==> src/rtl/hsq_pkg.sv <==
package hsq_pkg;
  localparam int DATA_W = 8;
  localparam int OP_W   = 5;
  localparam int CNT_W  = 4;
  localparam logic [DATA_W-1:0] INV_RES = 8'h80;

  typedef enum logic [1:0] {PH_IDLE, PH_CMD, PH_EXEC, PH_RES} phase_e;

  typedef struct packed {
    logic             valid;
    logic [CNT_W-1:0] n_prm;
    logic [CNT_W-1:0] n_res;
    logic             irq_done;
  } cmd_info_t;
endpackage

==> src/rtl/hsq_cmd_table.sv <==
module hsq_cmd_table
  import hsq_pkg::*;
(
  input  logic [OP_W-1:0] code_i,
  output cmd_info_t       info_o
);
  function automatic cmd_info_t ent(input logic v, input int p, input int r, input logic q);
    cmd_info_t e;
    e.valid    = v;
    e.n_prm    = CNT_W'(p);
    e.n_res    = CNT_W'(r);
    e.irq_done = q;
    return e;
  endfunction

  always_comb begin
    unique case (code_i)
      5'h06:   info_o = ent(1'b1, 8, 7, 1'b1);
      5'h05:   info_o = ent(1'b1, 8, 7, 1'b1);
      5'h0A:   info_o = ent(1'b1, 1, 7, 1'b1);
      5'h0D:   info_o = ent(1'b1, 5, 7, 1'b1);
      5'h07:   info_o = ent(1'b1, 1, 0, 1'b1);
      5'h0F:   info_o = ent(1'b1, 2, 0, 1'b1);
      5'h08:   info_o = ent(1'b1, 0, 2, 1'b0);
      5'h03:   info_o = ent(1'b1, 2, 0, 1'b0);
      5'h04:   info_o = ent(1'b1, 1, 1, 1'b0);
      default: info_o = ent(1'b0, 0, 1, 1'b0); // invalid: one fixed result byte
    endcase
  end
endmodule

==> src/rtl/hsq_phase_ctrl.sv <==
module hsq_phase_ctrl
  import hsq_pkg::*;
(
  input  logic              clk_i,
  input  logic              rst_ni,
  input  logic              cs_i,
  input  logic              rd_i,
  input  logic              wr_i,
  input  logic              a0_i,
  input  logic [DATA_W-1:0] wdata_i,
  input  logic              exec_done_i,
  input  cmd_info_t         info_i,
  output logic [OP_W-1:0]   tbl_code_o,
  output phase_e            phase_o,
  output logic              hold_o,
  output logic              inv_o,
  output logic              wr_acc_o,
  output logic              rd_acc_o,
  output logic              irq_o,
  output logic              start_o,
  output logic [OP_W-1:0]   op_o,
  output logic [CNT_W-1:0]  cnt_o
);
  phase_e            phase_q, phase_d;
  logic [OP_W-1:0]   op_q, op_d;
  logic [CNT_W-1:0]  cnt_q, cnt_d;
  logic              hold_q, inv_q, inv_d, start_q, start_d, irq_q, irq_d;
  logic              port_wr, port_rd;

  assign port_wr    = cs_i & wr_i & a0_i & ~hold_q;
  assign port_rd    = cs_i & rd_i & a0_i & ~hold_q;
  assign wr_acc_o   = port_wr & ((phase_q == PH_IDLE) | (phase_q == PH_CMD));
  assign rd_acc_o   = port_rd & (phase_q == PH_RES);
  // decode the incoming opcode while idle, the latched one afterwards
  assign tbl_code_o = (phase_q == PH_IDLE) ? wdata_i[OP_W-1:0] : op_q;

  always_comb begin
    phase_d = phase_q;
    op_d    = op_q;
    cnt_d   = cnt_q;
    inv_d   = inv_q;
    irq_d   = irq_q;
    start_d = 1'b0;
    unique case (phase_q)
      PH_IDLE: if (wr_acc_o) begin
        op_d  = wdata_i[OP_W-1:0];
        cnt_d = '0;
        irq_d = 1'b0;
        if (!info_i.valid) begin
          inv_d   = 1'b1;
          phase_d = PH_RES;
        end else if (info_i.n_prm == '0) begin
          phase_d = PH_EXEC;
          start_d = 1'b1;
        end else begin
          phase_d = PH_CMD;
        end
      end
      PH_CMD: if (wr_acc_o) begin
        if (cnt_q == info_i.n_prm - 1'b1) begin
          cnt_d   = '0;
          phase_d = PH_EXEC;
          start_d = 1'b1;
        end else begin
          cnt_d = cnt_q + 1'b1;
        end
      end
      PH_EXEC: if (exec_done_i) begin
        cnt_d   = '0;
        irq_d   = info_i.irq_done;
        phase_d = (info_i.n_res == '0) ? PH_IDLE : PH_RES;
      end
      PH_RES: if (rd_acc_o) begin
        irq_d = 1'b0;
        if (cnt_q == info_i.n_res - 1'b1) begin
          cnt_d   = '0;
          inv_d   = 1'b0;
          phase_d = PH_IDLE;
        end else begin
          cnt_d = cnt_q + 1'b1;
        end
      end
      default: phase_d = PH_IDLE;
    endcase
  end

  always_ff @(posedge clk_i or negedge rst_ni) begin
    if (!rst_ni) begin
      phase_q <= PH_IDLE;
      op_q    <= '0;
      cnt_q   <= '0;
      hold_q  <= 1'b0;
      inv_q   <= 1'b0;
      start_q <= 1'b0;
      irq_q   <= 1'b0;
    end else begin
      phase_q <= phase_d;
      op_q    <= op_d;
      cnt_q   <= cnt_d;
      hold_q  <= wr_acc_o | rd_acc_o;
      inv_q   <= inv_d;
      start_q <= start_d;
      irq_q   <= irq_d;
    end
  end

  assign phase_o = phase_q;
  assign hold_o  = hold_q;
  assign inv_o   = inv_q;
  assign irq_o   = irq_q;
  assign start_o = start_q;
  assign op_o    = op_q;
  assign cnt_o   = cnt_q;
endmodule

==> src/rtl/hsq_status.sv <==
module hsq_status
  import hsq_pkg::*;
#(
  parameter int RSV_BITS = 4
) (
  input  phase_e            phase_i,
  input  logic              hold_i,
  input  logic              inv_i,
  input  logic              a0_i,
  input  logic [DATA_W-1:0] res_data_i,
  output logic [DATA_W-1:0] msr_o,
  output logic [DATA_W-1:0] rdata_o
);
  logic rqm, dio, exm, cb;
  logic [DATA_W-1:0] data_rd;

  assign rqm = (phase_i != PH_EXEC) & ~hold_i;
  assign dio = (phase_i == PH_RES);
  assign exm = (phase_i == PH_EXEC);
  assign cb  = (phase_i != PH_IDLE);

  assign msr_o[7:4] = {rqm, dio, exm, cb};
  for (genvar b = 0; b < RSV_BITS; b++) begin : g_rsv
    assign msr_o[b] = 1'b0;
  end

  assign data_rd = !dio ? '0 : (inv_i ? INV_RES : res_data_i);
  assign rdata_o = a0_i ? data_rd : msr_o;
endmodule

==> src/rtl/hsq_host_seq.sv <==
module hsq_host_seq
  import hsq_pkg::*;
(
  input  logic        clk_i,
  input  logic        rst_ni,
  input  logic        cs_i,
  input  logic        rd_i,
  input  logic        wr_i,
  input  logic        a0_i,
  input  logic [7:0]  wdata_i,
  output logic [7:0]  rdata_o,
  output logic        irq_o,
  output logic        exec_start_o,
  output logic [4:0]  exec_op_o,
  output logic        prm_we_o,
  output logic [3:0]  prm_idx_o,
  output logic [7:0]  prm_data_o,
  input  logic        exec_done_i,
  output logic [3:0]  res_idx_o,
  input  logic [7:0]  res_data_i
);
  cmd_info_t        info_w;
  phase_e           phase_w;
  logic [OP_W-1:0]  code_w, op_w;
  logic [CNT_W-1:0] cnt_w;
  logic             hold_w, inv_w, wr_acc_w, rd_acc_w;
  logic [7:0]       msr_w;

  hsq_cmd_table u_tbl (
    .code_i (code_w),
    .info_o (info_w)
  );

  hsq_phase_ctrl u_ctrl (
    .clk_i       (clk_i),
    .rst_ni      (rst_ni),
    .cs_i        (cs_i),
    .rd_i        (rd_i),
    .wr_i        (wr_i),
    .a0_i        (a0_i),
    .wdata_i     (wdata_i),
    .exec_done_i (exec_done_i),
    .info_i      (info_w),
    .tbl_code_o  (code_w),
    .phase_o     (phase_w),
    .hold_o      (hold_w),
    .inv_o       (inv_w),
    .wr_acc_o    (wr_acc_w),
    .rd_acc_o    (rd_acc_w),
    .irq_o       (irq_o),
    .start_o     (exec_start_o),
    .op_o        (op_w),
    .cnt_o       (cnt_w)
  );

  hsq_status #(.RSV_BITS(4)) u_stat (
    .phase_i    (phase_w),
    .hold_i     (hold_w),
    .inv_i      (inv_w),
    .a0_i       (a0_i),
    .res_data_i (res_data_i),
    .msr_o      (msr_w),
    .rdata_o    (rdata_o)
  );

  assign exec_op_o  = op_w;
  assign prm_we_o   = wr_acc_w & (phase_w == PH_CMD);
  assign prm_idx_o  = cnt_w;
  assign prm_data_o = wdata_i;
  assign res_idx_o  = cnt_w;
endmodule

==> config.mk <==
export PLATFORM = sky130hd
export DESIGN_NAME = hsq_host_seq
export DESIGN_NICKNAME = d
export VERILOG_FILES = /design/src/rtl/hsq_pkg.sv /design/src/rtl/hsq_cmd_table.sv /design/src/rtl/hsq_phase_ctrl.sv /design/src/rtl/hsq_status.sv /design/src/rtl/hsq_host_seq.sv
export SDC_FILE = /design/constraint.sdc
export NUM_CORES = 1
export LEC_CHECK = 0
export ABC_CLOCK_PERIOD_IN_PS = 8000
export BUFFER_PORTS_ARGS = -buffer_cell sky130_fd_sc_hd__buf_2
export CORE_MARGIN = 3
export CORE_UTILIZATION = 45
export DETAILED_ROUTE_END_ITERATION = 10
export PLACE_DENSITY = 0.83
export SYNTH_ARGS = -nofsm -noshare
export SYNTH_HDL_FRONTEND = slang
export SYNTH_HIERARCHICAL = 1
export SYNTH_SLANG_ARGS = --single-unit
export TNS_END_PERCENT = 5
==> constraint.sdc <==
create_clock -name clk_i -period 8 [get_ports clk_i]
set_input_delay 0.4 -clock clk_i [delete_from_list [all_inputs] [get_ports clk_i]]
set_output_delay 0.4 -clock clk_i [all_outputs]
set_load 0.005 [all_outputs]
==> out/results.ini <==
[global_route]
grt-ovfl-total = 0
grt_pass1_vias = 1214
grt_pass1_wl_um = 5360
antenna_found_initial = 0
gr-max-usage-layer = met2
grt.met1_usage = 0.214
grt_util_met3 = 0.0243
grt_use_total = 0.160
grt_use_met2 = 0.255
grt_max_degree = 23

[clocking]
insertion_delay_ps = 280
clk_path_buf_depth = 2
clock-sinks = 15
cts.hold.buffers_added = 0
cts_resized = 0
cts.htree.levels = 1
cts_tree = done
cts_root_buffer = clkbuf_4
cts-buffers-inserted = 3
post_cts_buffers = 0
clkSlewWorstSetupHoldPaths_ps = 90

[sta]
finalHoldViolCount = 0
finalCriticalPeriod_ps = 3850
setup-tns-final_ps = 0
whs_ps = 9.76
period_share = 0.482
slew_violations = 0
clock-skew-final_ps = 10.7
worst_slew_pin_slew_ps = 814
fmax_mhz = 260
setup_viol_count_final = 0
rsz0062_at_grt = no
slew_headroom = 0.453

[cells_and_area]
drive_gt1_frac = 0.361
num_antenna_cells = 0
syn2layout_area_growth_pct = 11.1
final_cell_mix = buf_2, dfrtp_1, a21oi_1
nets = 239
final_common_cell = buf_2
stdcell_area_mm2 = 0.00173
nFillCells = 306
fin_util = 0.543

[placement]
gp_congestion = 0.807
dpl_cell_area_mm2 = 0.00170
dp_hpwl_um = 2500
io_buffers = 48

[floorplan]
coreArea_mm2 = 0.00318
die_area_mm2 = 0.00419
rows = 20
start_util = 0.489
dieHeight_um = 64.7
die_width_um = 64.7
ios = 55

[setup_path]
arrival_ps = 4010
critPathKind = register to register
worstSetupStartpointType = register
crit_slowest_cell = dfrtp_1
worstPathMaxFanout = 22
crit_buf_inv = 2
r2r_setup_slack_ps = 4150
endpoint_kind = register
rr_worst_depth = 13
r2r_end = u_ctrl/cnt_o[3]
critPathRequiredTime_ps = 8160
crit_family = simple AND/OR/NAND/NOR gates
cpPeakStageDelay_ps = 590
path_cells = nor2_1, mux2_2, inv_1, ha_1, nand2b_1, a21oi_1, inv_1, ha_1, xor2_1, nand2_1, o311a_1, or2_4, a22o_1
worstReg2RegStart = u_ctrl/phase_o[0]

[synth]
syn_inst = 173
syn_area_mm2 = 0.00155
yosys_warnings = 6
syn-num-nets = 206
syn_avg_cell_area_um2 = 8.98

[power]
p_total_uw = 592
powerDensity_mw_per_mm2 = 343
power_leakage_nw = 0.854
peakVddDrop_v = 0.000175

[drt]
vias_per_cell = 5.30
ant_nets = 0
drt_iter0_drc = 111
vias = 1319
drtPass1Iterations = 4
routed_wl_um = 3190
routedWlPerCell_um = 12.8
post-route-drc-count = 0

[flow_run]
maxCapViolCount = 0

[worst_hold_path]
holdCritPathClass = primary input to async pin

[status]
status = finished clean

==> cell type report <==
cell class	instances	area (um2)	share of cell area
Timing Repair Buffer	48	240	0.139
Clock buffer	4	26.3	0.0152
Sequential cell	15	375	0.218
Inverter	10	37.5	0.0218
Multi-Input combinational cell	128	991	0.574
Tap cell	44	55.1	0.0319
==> worst max path at each step <==
stage,depth (start not counted),start,slack (ps),to
after floorplan,14,u_ctrl/phase_o[0],4510,u_ctrl/cnt_o[1]
final,13,u_ctrl/phase_o[0],4150,u_ctrl/cnt_o[3]
after CTS,13,u_ctrl/phase_o[0],4170,u_ctrl/cnt_o[3]
after detailed placement,13,u_ctrl/phase_o[0],4180,u_ctrl/cnt_o[3]
after global placement,13,u_ctrl/phase_o[0],4340,u_ctrl/cnt_o[1]
after global routing,13,u_ctrl/phase_o[0],3900,u_ctrl/cnt_o[2]
==> sequential cells by signal, indices dropped and copies added (netlist names) <==
register / flops
u_ctrl/inv_o: 1
u_ctrl/hold_o: 1
u_ctrl/phase_o: 2
u_ctrl/cnt_o: 4
u_ctrl/op_o: 5
u_ctrl/start_o: 1
u_ctrl/irq_o: 1
==> where the power goes <==
group	switching, mW	internal [mW]
clock	0.0228	0.0193
combinational	0.204	0.202
sequential	0.0408	0.102
total	0.268	0.324
==> through the flow <==
step	std cells	setup slack [ps]
6_report	249	4150
5_1_grt	249	3900
4_1_cts	249	4170
3_5_place_dp	245	4180
3_3_place_gp	245	4340
2_1_floorplan	173	4510
==> routing by layer <==
layer	vias to the layer above	share of wire
met4	0	0.011
met3	4	0.066
li1	659	-
met5	-	0
met1	608	0.46
met2	48	0.46
Power figures use the tool's default switching activity.
